==> config.mk <==
export PLATFORM = sky130hd
export DESIGN_NAME = edo_lane_ctrl
export DESIGN_NICKNAME = d
export VERILOG_FILES = /design/src/rtl/edo_pkg.sv /design/src/rtl/edo_ref_timer.sv /design/src/rtl/edo_row_ctr.sv /design/src/rtl/edo_seq.sv /design/src/rtl/edo_lane_ctrl.sv
export SDC_FILE = /design/constraint.sdc
export NUM_CORES = 1
export LEC_CHECK = 0
export BUFFER_PORTS_ARGS = -buffer_cell sky130_fd_sc_hd__buf_2
export CAP_MARGIN = 20
export CELL_PAD_IN_SITES_DETAIL_PLACEMENT = 1
export CELL_PAD_IN_SITES_GLOBAL_PLACEMENT = 1
export CORE_ASPECT_RATIO = 2
export CORE_MARGIN = 4
export CORE_UTILIZATION = 35
export CTS_CLUSTER_DIAMETER = 50
export CTS_CLUSTER_SIZE = 30
export DETAILED_ROUTE_END_ITERATION = 8
export PLACE_DENSITY = 0.74
export SYNTH_ARGS = -nofsm -noshare
export SYNTH_HDL_FRONTEND = slang
export SYNTH_HIERARCHICAL = 1
export SYNTH_SLANG_ARGS = --single-unit
==> constraint.sdc <==
create_clock -name clk -period 2.8 [get_ports clk]
set_input_delay 0.56 -clock clk [delete_from_list [all_inputs] [get_ports clk]]
set_output_delay 0.56 -clock clk [all_outputs]
set_load 0.05 [all_outputs]
==> src/rtl/edo_pkg.sv <==
package edo_pkg;

  typedef enum logic [2:0] {
    ST_IDLE,
    ST_ROW,
    ST_COL,
    ST_PRE,
    ST_ROR,
    ST_CBRC,
    ST_CBRR
  } edo_state_e;

  function automatic int unsigned tmax(input int unsigned a, input int unsigned b);
    return (a > b) ? a : b;
  endfunction

  // A phase of len cycles ends on the cycle whose index is len-1.
  function automatic logic phase_last(input int unsigned idx, input int unsigned len);
    return (idx + 1) >= len;
  endfunction

endpackage

==> src/rtl/edo_ref_timer.sv <==
module edo_ref_timer #(
  parameter int unsigned INTERVAL = 780
) (
  input  logic clk,
  input  logic rst_n,
  input  logic ack,
  output logic pend
);
  localparam int unsigned TW = (INTERVAL > 1) ? $clog2(INTERVAL) : 1;

  logic [TW-1:0] cnt;
  logic          tick;

  assign tick = (cnt == TW'(INTERVAL - 1));

  always_ff @(posedge clk) begin
    if (!rst_n) begin
      cnt  <= '0;
      pend <= 1'b0;
    end else begin
      cnt <= tick ? '0 : cnt + TW'(1);
      if (ack)  pend <= 1'b0;
      if (tick) pend <= 1'b1;
    end
  end
endmodule

==> src/rtl/edo_row_ctr.sv <==
module edo_row_ctr #(
  parameter int unsigned ROW_W = 9
) (
  input  logic             clk,
  input  logic             rst_n,
  input  logic             inc,
  output logic [ROW_W-1:0] row
);
  function automatic logic [ROW_W-1:0] row_next(input logic [ROW_W-1:0] r);
    return r + ROW_W'(1);
  endfunction

  always_ff @(posedge clk) begin
    if (!rst_n)   row <= '0;
    else if (inc) row <= row_next(row);
  end
endmodule

==> src/rtl/edo_seq.sv <==
module edo_seq
  import edo_pkg::*;
#(
  parameter int unsigned ROW_W  = 9,
  parameter int unsigned COL_W  = 9,
  parameter int unsigned LANE_W = 8,
  parameter int unsigned LANES  = 2,
  parameter int unsigned T_RCD  = 2,
  parameter int unsigned T_CAS  = 2,
  parameter int unsigned T_RP   = 3,
  parameter int unsigned T_CSR  = 1,
  parameter int unsigned T_RREF = 4,
  localparam int unsigned ADDR_W = ROW_W + COL_W,
  localparam int unsigned DATA_W = LANE_W * LANES,
  localparam int unsigned MA_W   = (ROW_W > COL_W) ? ROW_W : COL_W
) (
  input  logic              clk,
  input  logic              rst_n,
  input  logic              req_valid,
  input  logic              req_write,
  input  logic [ADDR_W-1:0] req_addr,
  input  logic [LANES-1:0]  req_mask,
  input  logic [DATA_W-1:0] req_wdata,
  output logic              req_ready,
  output logic              rd_valid,
  output logic [DATA_W-1:0] rd_data,
  input  logic              ref_pend,
  input  logic              ref_cbr,
  input  logic [ROW_W-1:0]  ref_row,
  output logic              ref_ack,
  output logic              ror_done,
  output logic [MA_W-1:0]   dram_addr,
  output logic              ras_n,
  output logic [LANES-1:0]  col_stb_n,
  output logic              we_n,
  output logic              oe_n,
  output logic [DATA_W-1:0] dq_out,
  output logic              dq_oe,
  input  logic [DATA_W-1:0] dq_in,
  output logic              idle_o,
  output logic              ref_busy_o,
  output logic              ror_o
);
  localparam int unsigned MAX_T = tmax(tmax(T_RCD, T_CAS), tmax(tmax(T_RP, T_CSR), T_RREF));
  localparam int unsigned CNT_W = $clog2(MAX_T + 1);

  function automatic int unsigned len_of(input edo_state_e s);
    case (s)
      ST_ROW:  return T_RCD;
      ST_COL:  return T_CAS;
      ST_PRE:  return T_RP;
      ST_ROR:  return T_RREF;
      ST_CBRC: return T_CSR;
      ST_CBRR: return T_RREF;
      default: return 1;
    endcase
  endfunction

  function automatic logic [MA_W-1:0] row_of(input logic [ADDR_W-1:0] a);
    return MA_W'(a[ADDR_W-1:COL_W]);
  endfunction

  function automatic logic [MA_W-1:0] col_of(input logic [ADDR_W-1:0] a);
    return MA_W'(a[COL_W-1:0]);
  endfunction

  edo_state_e        state, state_d;
  logic [CNT_W-1:0]  cnt, cnt_d;
  logic              accept, ph_end;
  logic              op_write, op_write_d;
  logic [ADDR_W-1:0] op_addr, op_addr_d;
  logic [LANES-1:0]  op_mask, op_mask_d;
  logic [DATA_W-1:0] op_wdata, op_wdata_d;
  logic              ras_d, we_d, oe_d, dqoe_d;
  logic [LANES-1:0]  cas_d;
  logic [MA_W-1:0]   addr_d;

  assign ph_end     = phase_last(int'(cnt), len_of(state));
  assign req_ready  = (state == ST_IDLE) && !ref_pend;
  assign idle_o     = (state == ST_IDLE);
  assign ror_o      = (state == ST_ROR);
  assign ref_busy_o = (state == ST_ROR) || (state == ST_CBRC) || (state == ST_CBRR);

  // Phase sequencing.
  always_comb begin
    state_d  = state;
    cnt_d    = cnt + CNT_W'(1);
    accept   = 1'b0;
    ref_ack  = 1'b0;
    ror_done = 1'b0;
    case (state)
      ST_IDLE: begin
        cnt_d = '0;
        if (ref_pend) begin
          ref_ack = 1'b1;
          state_d = ref_cbr ? ST_CBRC : ST_ROR;
        end else if (req_valid) begin
          accept  = 1'b1;
          state_d = ST_ROW;
        end
      end
      ST_ROW:  if (ph_end) state_d = ST_COL;
      ST_COL:  if (ph_end) state_d = ST_PRE;
      ST_PRE:  if (ph_end) state_d = ST_IDLE;
      ST_ROR:  if (ph_end) begin state_d = ST_PRE; ror_done = 1'b1; end
      ST_CBRC: if (ph_end) state_d = ST_CBRR;
      ST_CBRR: if (ph_end) state_d = ST_PRE;
      default: state_d = ST_PRE;
    endcase
    if (state_d != state) cnt_d = '0;
  end

  assign op_write_d = accept ? req_write : op_write;
  assign op_addr_d  = accept ? req_addr  : op_addr;
  assign op_mask_d  = accept ? req_mask  : op_mask;
  assign op_wdata_d = accept ? req_wdata : op_wdata;

  // Pin values for the coming cycle, decoded from the next phase.
  always_comb begin
    ras_d  = 1'b1;
    cas_d  = '1;
    we_d   = 1'b1;
    oe_d   = 1'b1;
    dqoe_d = 1'b0;
    addr_d = dram_addr;
    case (state_d)
      ST_ROW: begin
        ras_d  = 1'b0;
        addr_d = row_of(op_addr_d);
      end
      ST_COL: begin
        ras_d  = 1'b0;
        cas_d  = ~op_mask_d;
        addr_d = col_of(op_addr_d);
        we_d   = ~op_write_d;
        oe_d   = op_write_d;
        dqoe_d = op_write_d;
      end
      ST_ROR: begin
        ras_d  = 1'b0;
        addr_d = MA_W'(ref_row);
      end
      ST_CBRC: cas_d = '0;
      ST_CBRR: begin
        cas_d = '0;
        ras_d = 1'b0;
      end
      default: ;
    endcase
  end

  always_ff @(posedge clk) begin
    if (!rst_n) begin
      state     <= ST_PRE;
      cnt       <= '0;
      op_write  <= 1'b0;
      op_addr   <= '0;
      op_mask   <= '0;
      op_wdata  <= '0;
      ras_n     <= 1'b1;
      col_stb_n <= '1;
      we_n      <= 1'b1;
      oe_n      <= 1'b1;
      dq_oe     <= 1'b0;
      dq_out    <= '0;
      dram_addr <= '0;
      rd_valid  <= 1'b0;
    end else begin
      state     <= state_d;
      cnt       <= cnt_d;
      op_write  <= op_write_d;
      op_addr   <= op_addr_d;
      op_mask   <= op_mask_d;
      op_wdata  <= op_wdata_d;
      ras_n     <= ras_d;
      col_stb_n <= cas_d;
      we_n      <= we_d;
      oe_n      <= oe_d;
      dq_oe     <= dqoe_d;
      dq_out    <= op_wdata_d;
      dram_addr <= addr_d;
      rd_valid  <= (state == ST_COL) && ph_end && !op_write;
    end
  end

  // Per-lane read capture at the last cycle of the column phase.
  for (genvar g = 0; g < LANES; g++) begin : g_lane
    always_ff @(posedge clk) begin
      if (!rst_n)
        rd_data[g*LANE_W +: LANE_W] <= '0;
      else if ((state == ST_COL) && ph_end && !op_write)
        rd_data[g*LANE_W +: LANE_W] <= op_mask[g] ? dq_in[g*LANE_W +: LANE_W] : '0;
    end
  end
endmodule

==> src/rtl/edo_lane_ctrl.sv <==
module edo_lane_ctrl #(
  parameter int unsigned ROW_W        = 9,
  parameter int unsigned COL_W        = 9,
  parameter int unsigned LANE_W       = 8,
  parameter int unsigned LANES        = 2,
  parameter int unsigned T_RCD        = 2,
  parameter int unsigned T_CAS        = 2,
  parameter int unsigned T_RP         = 3,
  parameter int unsigned T_CSR        = 1,
  parameter int unsigned T_RREF       = 4,
  parameter int unsigned REF_INTERVAL = 780
) (
  input  logic                                   clk,
  input  logic                                   rst_n,
  input  logic                                   req_valid,
  output logic                                   req_ready,
  input  logic                                   req_write,
  input  logic [ROW_W+COL_W-1:0]                 req_addr,
  input  logic [LANES-1:0]                       req_mask,
  input  logic [LANE_W*LANES-1:0]                req_wdata,
  output logic                                   rd_valid,
  output logic [LANE_W*LANES-1:0]                rd_data,
  input  logic                                   ref_cbr,
  output logic [((ROW_W>COL_W)?ROW_W:COL_W)-1:0] dram_addr,
  output logic                                   ras_n,
  output logic [LANES-1:0]                       col_stb_n,
  output logic                                   we_n,
  output logic                                   oe_n,
  output logic [LANE_W*LANES-1:0]                dq_out,
  output logic                                   dq_oe,
  input  logic [LANE_W*LANES-1:0]                dq_in
);
  // Internal events brought out for the checker.
  logic             ref_pend_w;
  logic             ref_ack_w;
  logic             ror_done_w;
  logic             idle_w;
  logic             ref_busy_w;
  logic             ror_w;
  logic [ROW_W-1:0] ref_row_w;

  edo_ref_timer #(.INTERVAL(REF_INTERVAL)) u_timer (
    .clk  (clk),
    .rst_n(rst_n),
    .ack  (ref_ack_w),
    .pend (ref_pend_w)
  );

  edo_row_ctr #(.ROW_W(ROW_W)) u_rowctr (
    .clk  (clk),
    .rst_n(rst_n),
    .inc  (ror_done_w),
    .row  (ref_row_w)
  );

  edo_seq #(
    .ROW_W(ROW_W), .COL_W(COL_W), .LANE_W(LANE_W), .LANES(LANES),
    .T_RCD(T_RCD), .T_CAS(T_CAS), .T_RP(T_RP), .T_CSR(T_CSR), .T_RREF(T_RREF)
  ) u_seq (
    .clk       (clk),
    .rst_n     (rst_n),
    .req_valid (req_valid),
    .req_write (req_write),
    .req_addr  (req_addr),
    .req_mask  (req_mask),
    .req_wdata (req_wdata),
    .req_ready (req_ready),
    .rd_valid  (rd_valid),
    .rd_data   (rd_data),
    .ref_pend  (ref_pend_w),
    .ref_cbr   (ref_cbr),
    .ref_row   (ref_row_w),
    .ref_ack   (ref_ack_w),
    .ror_done  (ror_done_w),
    .dram_addr (dram_addr),
    .ras_n     (ras_n),
    .col_stb_n (col_stb_n),
    .we_n      (we_n),
    .oe_n      (oe_n),
    .dq_out    (dq_out),
    .dq_oe     (dq_oe),
    .dq_in     (dq_in),
    .idle_o    (idle_w),
    .ref_busy_o(ref_busy_w),
    .ror_o     (ror_w)
  );
endmodule

# After elaboration in Yosys (flattened, before gate mapping)
# Cells that the tools add are included.
[totals]
output_inout_bits = 49
in_bits = 57
elab_cells = 81
ff_bits = 95
[op_classes]
n_eq_ne = 13
reduce_logical = 16
n_mux = 26
n_addsub = 4
order_cmp = 1
n_bitwise = 3
[ops]
columns = ["op", "count"]
rows = [
  ["greater-or-equal comparator 32 x 3 -> 1 bit", 1],
  ["case mux 9 bit (3 select lines)", 1],
  ["== test 3 bit, second input constant", 6],
  ["2-to-1 mux 18 bit", 1],
  ["2-to-1 mux 3 bit", 6],
  ["2-to-1 mux 8 bit", 2],
  ["case mux 3 bit (5 select lines)", 1],
  ["2-to-1 mux 1 bit", 12],
  ["adder 10 x 1 -> 10 bit, second input constant", 1],
  ["== test 10 bit, second input constant", 1],
  ["adder 9 x 1 -> 9 bit, second input constant", 1],
  ["== test 3 x 2 -> 1 bit, second input constant", 3],
  ["case mux 3 bit (3 select lines)", 1],
  ["OR reduction 2 bit", 4],
  ["== test 3 x 1 -> 1 bit, second input constant", 2],
  ["OR reduction 3 bit", 2],
  ["adder 3 x 1 -> 4 bit, second input constant", 1],
  ["case mux 2 bit (2 select lines)", 1],
  ["OR reduction 4 bit", 1],
  ["adder 3 x 1 -> 3 bit, second input constant", 1],
  ["logical AND 1 bit", 3],
  ["zero test 3 bit", 1],
  ["inequality test 3 bit", 1],
  ["nonzero test 3 bit", 1],
  ["6 further kinds", 8],
]

# Depth between registers and ports, before layout
# Gate-level depths: netlist (run 1).
[depth]
word_depth = 9
ltp_mapped = 15
ltp_nobuf = 11

# Cells and area by module
# Netlist (run 1), hierarchy kept.
[by_module_without_submodules]
columns = ["mod", "seq_area_each_um2", "area_per_inst_um2", "cells_per_inst", "n_inst"]
rows = [
  ["edo_seq", 1501.4, 3123.0, 341, 1],
  ["edo_ref_timer", 220.2, 474.2, 51, 1],
  ["edo_row_ctr", 180.2, 406.6, 41, 1],
]

# Worst setup path before layout (run 1)
# Ideal clock, no wire load.
[synth_timing]
path_kind = "register -> register"
start = "register u_seq.state[1]"
end = "register u_rowctr.row[6]"
synth_period_minus_slack_ps = 2910
setup_slack_ps = -110
n_path_buf = 4
arrival_time_ps = 2840
stages_incl_launch_ff = 16
path_cell_list = "dfxtp_1 > buf_1 > clkbuf_1 > or2_2 > nand2_1 > nand2_1 > ha_1 > nor3b_1 > o21ai_2 > buf_2 > inv_2 > nor3_1 > buf_2 > nand4_4 > or3_1 > a21boi_1"
[synth_between]
elab_chain_cells = 6
word_cells_on_any_way = 11
cone_classes = "order compare: 1; eq/ne: 5; mux: 3; reduce/logical: 2"
[synth_rtl]
columns = ["element", "line_no", "rtl"]
rows = [
  ["start, declared", "edo_seq.sv:67", "edo_state_e state, state_d;"],
  ["start signal, assigned", "edo_seq.sv:169", "state <= state_d;"],
  ["== test 3 bit (tied with other cells)", "-", ""],
  ["OR reduction 2 bit (no source line)", "-", ""],
  ["case mux 3 bit (3 select lines)", "edo_seq.sv:48", "case (s)"],
  ["greater-or-equal comparator 32 x 3 -> 1 bit", "edo_pkg.sv:19", "return (idx + 1) >= len;"],
  ["2-to-1 mux 1 bit", "edo_seq.sv:105", "ST_ROR: if (ph_end) begin state_d = ST_PRE; ror_done = 1'b1; end"],
  ["2-to-1 mux 1 bit (*)", "edo_seq.sv:91", "case (state)"],
  ["via ror_done_w", "edo_lane_ctrl.sv:36", "logic ror_done_w;"],
  ["end signal, assigned", "edo_row_ctr.sv:15", "else if (inc) row <= row_next(row);"],
  ["end, declared", "edo_row_ctr.sv:7", "output logic [ROW_W-1:0] row"],
]
# Mark *: on every way through the listed nets, which the timed path passes. The rest lies on a longest branch.
# A chain may end at the register's enable or synchronous reset.

# Worst setup path after layout (run 1)
[layout_timing]
start = "register u_seq.state[0]"
end = "register u_seq.dram_addr[7]"
[layout_between]
elab_chain_cells = 8
word_cells_on_any_way = 26
cone_classes = "order compare: 1; eq/ne: 9; mux: 11; reduce/logical: 5"
[layout_rtl]
columns = ["element", "line_no", "rtl"]
rows = [
  ["== test 3 bit (tied with other cells)", "-", ""],
  ["OR reduction 2 bit (no source line)", "-", ""],
  ["case mux 3 bit (3 select lines)", "edo_seq.sv:48", ""],
  ["greater-or-equal comparator 32 x 3 -> 1 bit", "edo_pkg.sv:19", ""],
  ["2-to-1 mux 3 bit, on equally long branches", "-", ""],
  ["case mux 3 bit (5 select lines)", "edo_seq.sv:91", ""],
  ["== test 3 bit (tied with other cells)", "edo_seq.sv:126", "case (state_d)"],
  ["case mux 9 bit (3 select lines) / nonzero test 3 bit (equally long branches)", "-", ""],
  ["end signal, assigned", "edo_seq.sv:181", "dram_addr <= addr_d;"],
  ["end, declared", "edo_seq.sv:32", "output logic [MA_W-1:0] dram_addr,"],
]
# Parallel ways exist; a longest one is shown, timed or not.

==> run metrics, run 1 <==
Detail Placement HPWL=8990 um; share of cells above drive strength 1=0.311; via count=3572; most frequent cells in the layout=105 x buf_2, 94 x dfxtp_1, 61 x nand2_1, 35 x a21oi_1, 33 x nor2_1; commonest non-fill, non-tap cell in the layout=buf_2; row cnt=55; Die Height=159 um; Switching Power=1.65 mW; Worst IR Drop VDD=0.422 mV; WL/cell=17.0 um; Comb power frac=0.400; nets@finish=607; CP required=3.04 ns; IO Pins=106; vias in the first global route=3773; Vias per Instance=5.16; post-detailed-route count of antenna-violating nets=0; most used cell, CP=buf_4; Ys Warns=6; DR DRC count=0; grt ovf=0; worst rel slew slack=0.653; Post-DP Area=4710 um2; WP buf/inv=2; syn avg cell area=9.25 um2; Area growth syn-to-layout=25.8%; initial core utilization=0.356; max_cap viols=0; Final Max Slew Viols=0; die area=13300 um2; Clock Skew=0.00892 ns; critical path type=register to register; Flop pwr share=0.339; CORE AREA=11200 um2; Clock Pin Slew Worst Setup and Hold Paths=0.08 ns; Setup-failing EPs final=0; Cell Count, Final, Fillers Out=692; Period Utilization, post-route=0.923; crit-path leading delay family=simple AND/OR/NAND/NOR gates; actual slew at the worst max-slew pin=0.518 ns; initial antenna violation count=1; Arrival @ worst endpoint=2.83 ns; CP Cell Sequence=or3_1, nand2_1, ha_1, nor3b_2, o21ai_2, buf_4, o31ai_2, buf_4, o22ai_1, nor4_2; Crit-path slowest cell=dfxtp_1; crit path max fanout=10; H-tree Lvls=3; initial drt markers=99; Mapped Area=4000 um2; Hold Vio Cnt, Final=0; Internal=2.79 mW; buffers added on ports=105; Clock Sinks=95; Clock Tree Root=clkbuf_16; DRT Pass-1 Iters=4; clock buffer depth=2; clock network fraction of total power=0.261; Mapped Cells=432; fmax=387 MHz; largest net degree at the start of global routing=48; Post-Layout Inst Area=5030 um2; CP startpoint kind=register; net count after synthesis=495; HP Class=input port to register; sw frac=0.372; Inserted Clock Buffers=9; CTS tree=yes; die span in x=83.6 um; Worst setup EP type=register; leakage=2.12 nW; GPL Wtd Cong=0.849; GRT Total Usage=0.176; Cells after DPL=672; Clock Latency Late Sink=0.34 ns; first-pass GRT wire length=18800 um; slowest stage delay, CP=0.42 ns; post-layout min period=2.58 ns; status=finished, final reports clean; PwrDens=882 nW/um2; Routed WL=11700 um; hold_ws=0.427 ns
==> sequential cells by signal, summed over array words and instances (netlist names), 2 cells and up <==
name             cells
u_rowctr/row         9
u_seq/cnt            3
u_seq/op_addr       18
u_seq/dram_addr      9
u_seq/state          3
u_seq/op_wdata      16
u_seq/rd_data       16
u_seq/op_mask        2
u_seq/col_stb_n      2
u_timer/cnt         10
==> path summary, 6_finish.rpt <==
kind	start	endpoint	slack, ns	cells past startpoint
worst max register to register	u_seq/state[0]	u_seq/dram_addr[7]	0.22	10
worst max-delay path	u_seq/state[0]	u_seq/dram_addr[7]	0.22	10
worst min-delay path	dq_in[8]	u_seq/rd_data[8]	0.43	2
worst min register to register	u_seq/op_wdata[10]	u_seq/op_wdata[10]	0.45	2
==> final cells by class <==
| type | instances | area (um2) |
|---|---|---|
| Timing Repair Buffer | 126 | 696 |
| Clock buffer | 9 | 225 |
| Clock inverter | 7 | 55.1 |
| Sequential cell | 95 | 1900 |
| Tap cell | 142 | 178 |
| Antenna cell | 1 | 2.50 |
| Fill cell | 1354 | 6190 |
| Multi-Input combinational cell | 302 | 1930 |
| Inverter | 10 | 38.8 |
==> power groups by stage <==
stage                     Clock (mW)  Combinational, mW  Sequential (mW)
after global placement             0               1.59             1.53
after floorplan                    0               1.07             1.66
after CTS                       1.19               1.73             1.50
after detailed placement           0               1.65             1.53
final                           1.16               1.77             1.50
after global routing            1.25               1.92             1.51
==> repair_timing <==
item / 4_1_cts / 5_1_grt
hold buffers: 0 / 0
setup endpoints to repair: 4 / 11
buffers inserted: 2 / 1
hold endpoints to repair: 0 / 0
resized for setup: 0 / 3
gates cloned: 0 / 0
pin swaps: 1 / 1
==> metrics by stage <==
stage                     power [mW]  setup WS, ns   util  TNS [ns]
after floorplan                 2.73       0.00469      -         0
after global placement          3.12         0.167  0.420         0
after detailed placement        3.18        0.0230  0.420         0
after CTS                       4.43        0.0691  0.446         0
after global routing            4.68      -0.00310  0.448  -0.00310
final                           4.43         0.216  0.448         0
==> layer usage <==
layer  track usage  vias to the layer above  share of wire
met5             0                        -              0
met4        0.0783                        0          0.033
met3        0.0337                       26          0.035
met2         0.341                       84           0.56
met1         0.175                     1706           0.37
li1              -                     1756              -
==> worst reg2reg max path, delay by kind of cell (launching register included) <==
family                     cells  cell delay [ns]
adders and majority gates      1             0.24
AOI/OAI and AO/OA              3             0.47
buffers and inverters          2             0.39
and+or+nand+nor                4             0.97
DFF                            1             0.42
Power figures use the tool's default switching activity.
==> run 2, diff against run 1 <==
==> constraint.sdc (replaced) <==
create_clock -name clk -period 2.8 [get_ports clk]
set_input_delay 0.28 -clock clk [delete_from_list [all_inputs] [get_ports clk]]
set_output_delay 0.28 -clock clk [all_outputs]
set_load 0.05 [all_outputs]
==> run metrics, run 2 (synthesized netlist as in run 1, its figures left out) <==
Post-Layout Inst Area=5050 um2 (was 5030 um2); IO Pins=106 (unchanged); share of cells above drive strength 1=0.310 (was 0.311); CTS tree=yes (unchanged); crit path max fanout=8 (was 10); via count=3587 (was 3572); nets@finish=607 (unchanged); CP Launch Point=u_seq/state[1] (was u_seq/state[0]); Final Max Slew Viols=0 (unchanged); hold_ws=0.145 ns (was 0.427 ns); Routed WL=11800 um (was 11700 um); worst rel slew slack=0.641 (was 0.653); initial antenna violation count=0 (was 1); max_cap viols=0 (unchanged); Clock Latency Late Sink=0.34 ns (about the same); pre-CTS WS=0.0903 ns (was 0.0230 ns); GRT Total Usage=0.176 (about the same); die area=13300 um2 (unchanged); initial core utilization=0.356 (unchanged); most frequent cells in the layout=105 x buf_2, 95 x dfxtp_1, 61 x nand2_1, 35 x a21oi_1, 33 x nor2_1 (was 105 x buf_2, 94 x dfxtp_1, 61 x nand2_1, 35 x a21oi_1, 33 x nor2_1); commonest non-fill, non-tap cell in the layout=buf_2 (unchanged); Hold Vio Cnt, Final=0 (unchanged); Worst IR Drop VDD=0.408 mV (was 0.422 mV); post-detailed-route count of antenna-violating nets=0 (unchanged); die span in x=83.6 um (unchanged); Setup-failing EPs final=0 (unchanged); Clock Skew=0.00861 ns (was 0.00892 ns); Power, Total=4.52 mW (was 4.43 mW); PwrDens=896 nW/um2 (was 882 nW/um2); H-tree Lvls=3 (unchanged); Detail Placement HPWL=8820 um (was 8990 um); Final Core Density=0.450 (was 0.448); first-pass GRT wire length=19000 um (was 18800 um); fmax=392 MHz (was 387 MHz); Clock Pin Slew Worst Setup and Hold Paths=0.07 ns (was 0.08 ns); largest registers=u_seq/op_addr x18, u_seq/op_wdata x16, u_seq/rd_data x16 (unchanged); worst hold start=dq_in[11] (was dq_in[8]); DR DRC count=0 (unchanged); DRT Pass-1 Iters=6 (was 4); HP Class=input port to register (unchanged); buffers added on ports=105 (unchanged); worst setup margin=0.248 ns (was 0.216 ns); Cell Count, Final, Fillers Out=691 (was 692); multi-input logic area=1940 um2 (was 1930 um2); Crit-path slowest cell=or3_1 (was dfxtp_1); Clock Tree Root=clkbuf_16 (unchanged); ANT cells=0 (was 1); initial drt markers=134 (was 99); Vias per Instance=5.19 (was 5.16); Setup TNS=0 ns (unchanged); CP Cell Sequence=or2_2, nand2_1, nand2_1, ha_1, nor3b_2, o21ai_4, inv_2, nor3_1, buf_4, nand4_4, or3_1, a21boi_1 (was or3_1, nand2_1, ha_1, nor3b_2, o21ai_2, buf_4, o31ai_2, buf_4, o22ai_1, nor4_2); CP startpoint kind=register (unchanged); CP required=3.07 ns (was 3.04 ns); max FFs per register=18 (unchanged); Post-DP Area=4700 um2 (was 4710 um2); clock buffer depth=2 (unchanged); slowest stage delay, CP=0.41 ns (was 0.42 ns); final-layout fill cell count=1331 (was 1354); Inserted Clock Buffers=9 (unchanged); most used cell, CP=nand2_1 (was buf_4); Area growth syn-to-layout=26.2% (was 25.8%); CORE AREA=11200 um2 (unchanged); status=finished, final reports clean (unchanged); actual slew at the worst max-slew pin=0.538 ns (was 0.518 ns); critical path type=register to register (unchanged); Worst setup EP type=register (unchanged); Cells after DPL=673 (was 672); row cnt=55 (unchanged); Arrival @ worst endpoint=2.82 ns (was 2.83 ns); Clock Sinks=95 (unchanged); Period Utilization, post-route=0.912 (was 0.923); RR Startpoint=u_seq/state[1] (was u_seq/state[0]); post-layout min period=2.55 ns (was 2.58 ns); largest reg by FF count=u_seq/op_addr (unchanged); grt ovf=0 (unchanged); FF/Latch Area=1900 um2 (about the same); WL/cell=17.0 um (about the same); largest net degree at the start of global routing=47 (was 48); leakage=2.12 nW (about the same); GPL Wtd Cong=0.886 (was 0.849); Die Height=159 um (unchanged); vias in the first global route=3869 (was 3773)
-- run 2: changes by cell type in the layout (fill, tap and decap cells not counted), sizes merged --
cell,delta
buf,-1
clkbuf,+3
clkinv,-2
diode,-1
bufinv,+1
inv,-1
-- run 2: path summary, 6_finish.rpt --
| path | end | slack (ns) | cells after the start |
|---|---|---|---|
| worst min-delay path | u_seq/rd_data[11] | 0.15 | 2 |
| worst max register to register | u_rowctr/row[5] | 0.25 | 12 |
| worst max-delay path | u_rowctr/row[5] | 0.25 | 12 |
| worst min register to register | u_seq/op_wdata[12] | 0.45 | 2 |
-- run 2: routing by layer --
metal	GRT usage	up-vias	part of all wire
met3	0.0430	20	0.049
met5	0	-	0
met2	0.339	83	0.56
li1	-	1750	-
met1	0.173	1734	0.36
met4	0.0783	0	0.027
-- run 2: report_power, final --
part | switching (mW) | internal (mW) | total, mW | leakage [nW]
registers | 0.0642 | 1.44 | 1.50 | 0.768
clock network | 0.533 | 0.725 | 1.26 | 0.147
logic | 1.04 | 0.721 | 1.76 | 1.21
total | 1.64 | 2.88 | 4.52 | 2.12
-- run 2: critical path: cells and delay by family, from the launching register on --
kind | cells | cell delay [ns]
AO/OA/AOI/OAI | 2 | 0.39
adder cells (fa/ha/maj) | 1 | 0.29
buffers and inverters | 2 | 0.24
flip-flops | 1 | 0.36
AND/OR/NAND/NOR | 7 | 1.20
-- run 2: layout make-up --
class / count / area share
well taps: 142 / 0.0352
flip-flops and latches: 95 / 0.377
inverters: 10 / 0.00769
multi-input cells: 302 / 0.385
clock buffers: 11 / 0.0481
repair buffers: 126 / 0.135
clock inverters: 5 / 0.0126
-- run 2: what timing repair did --
item | 4_1_cts | 5_1_grt
buffers inserted | 0 | 2
hold buffers | 0 | 0
setup endpoints to repair | 0 | 21
gates resized for setup | 0 | 5
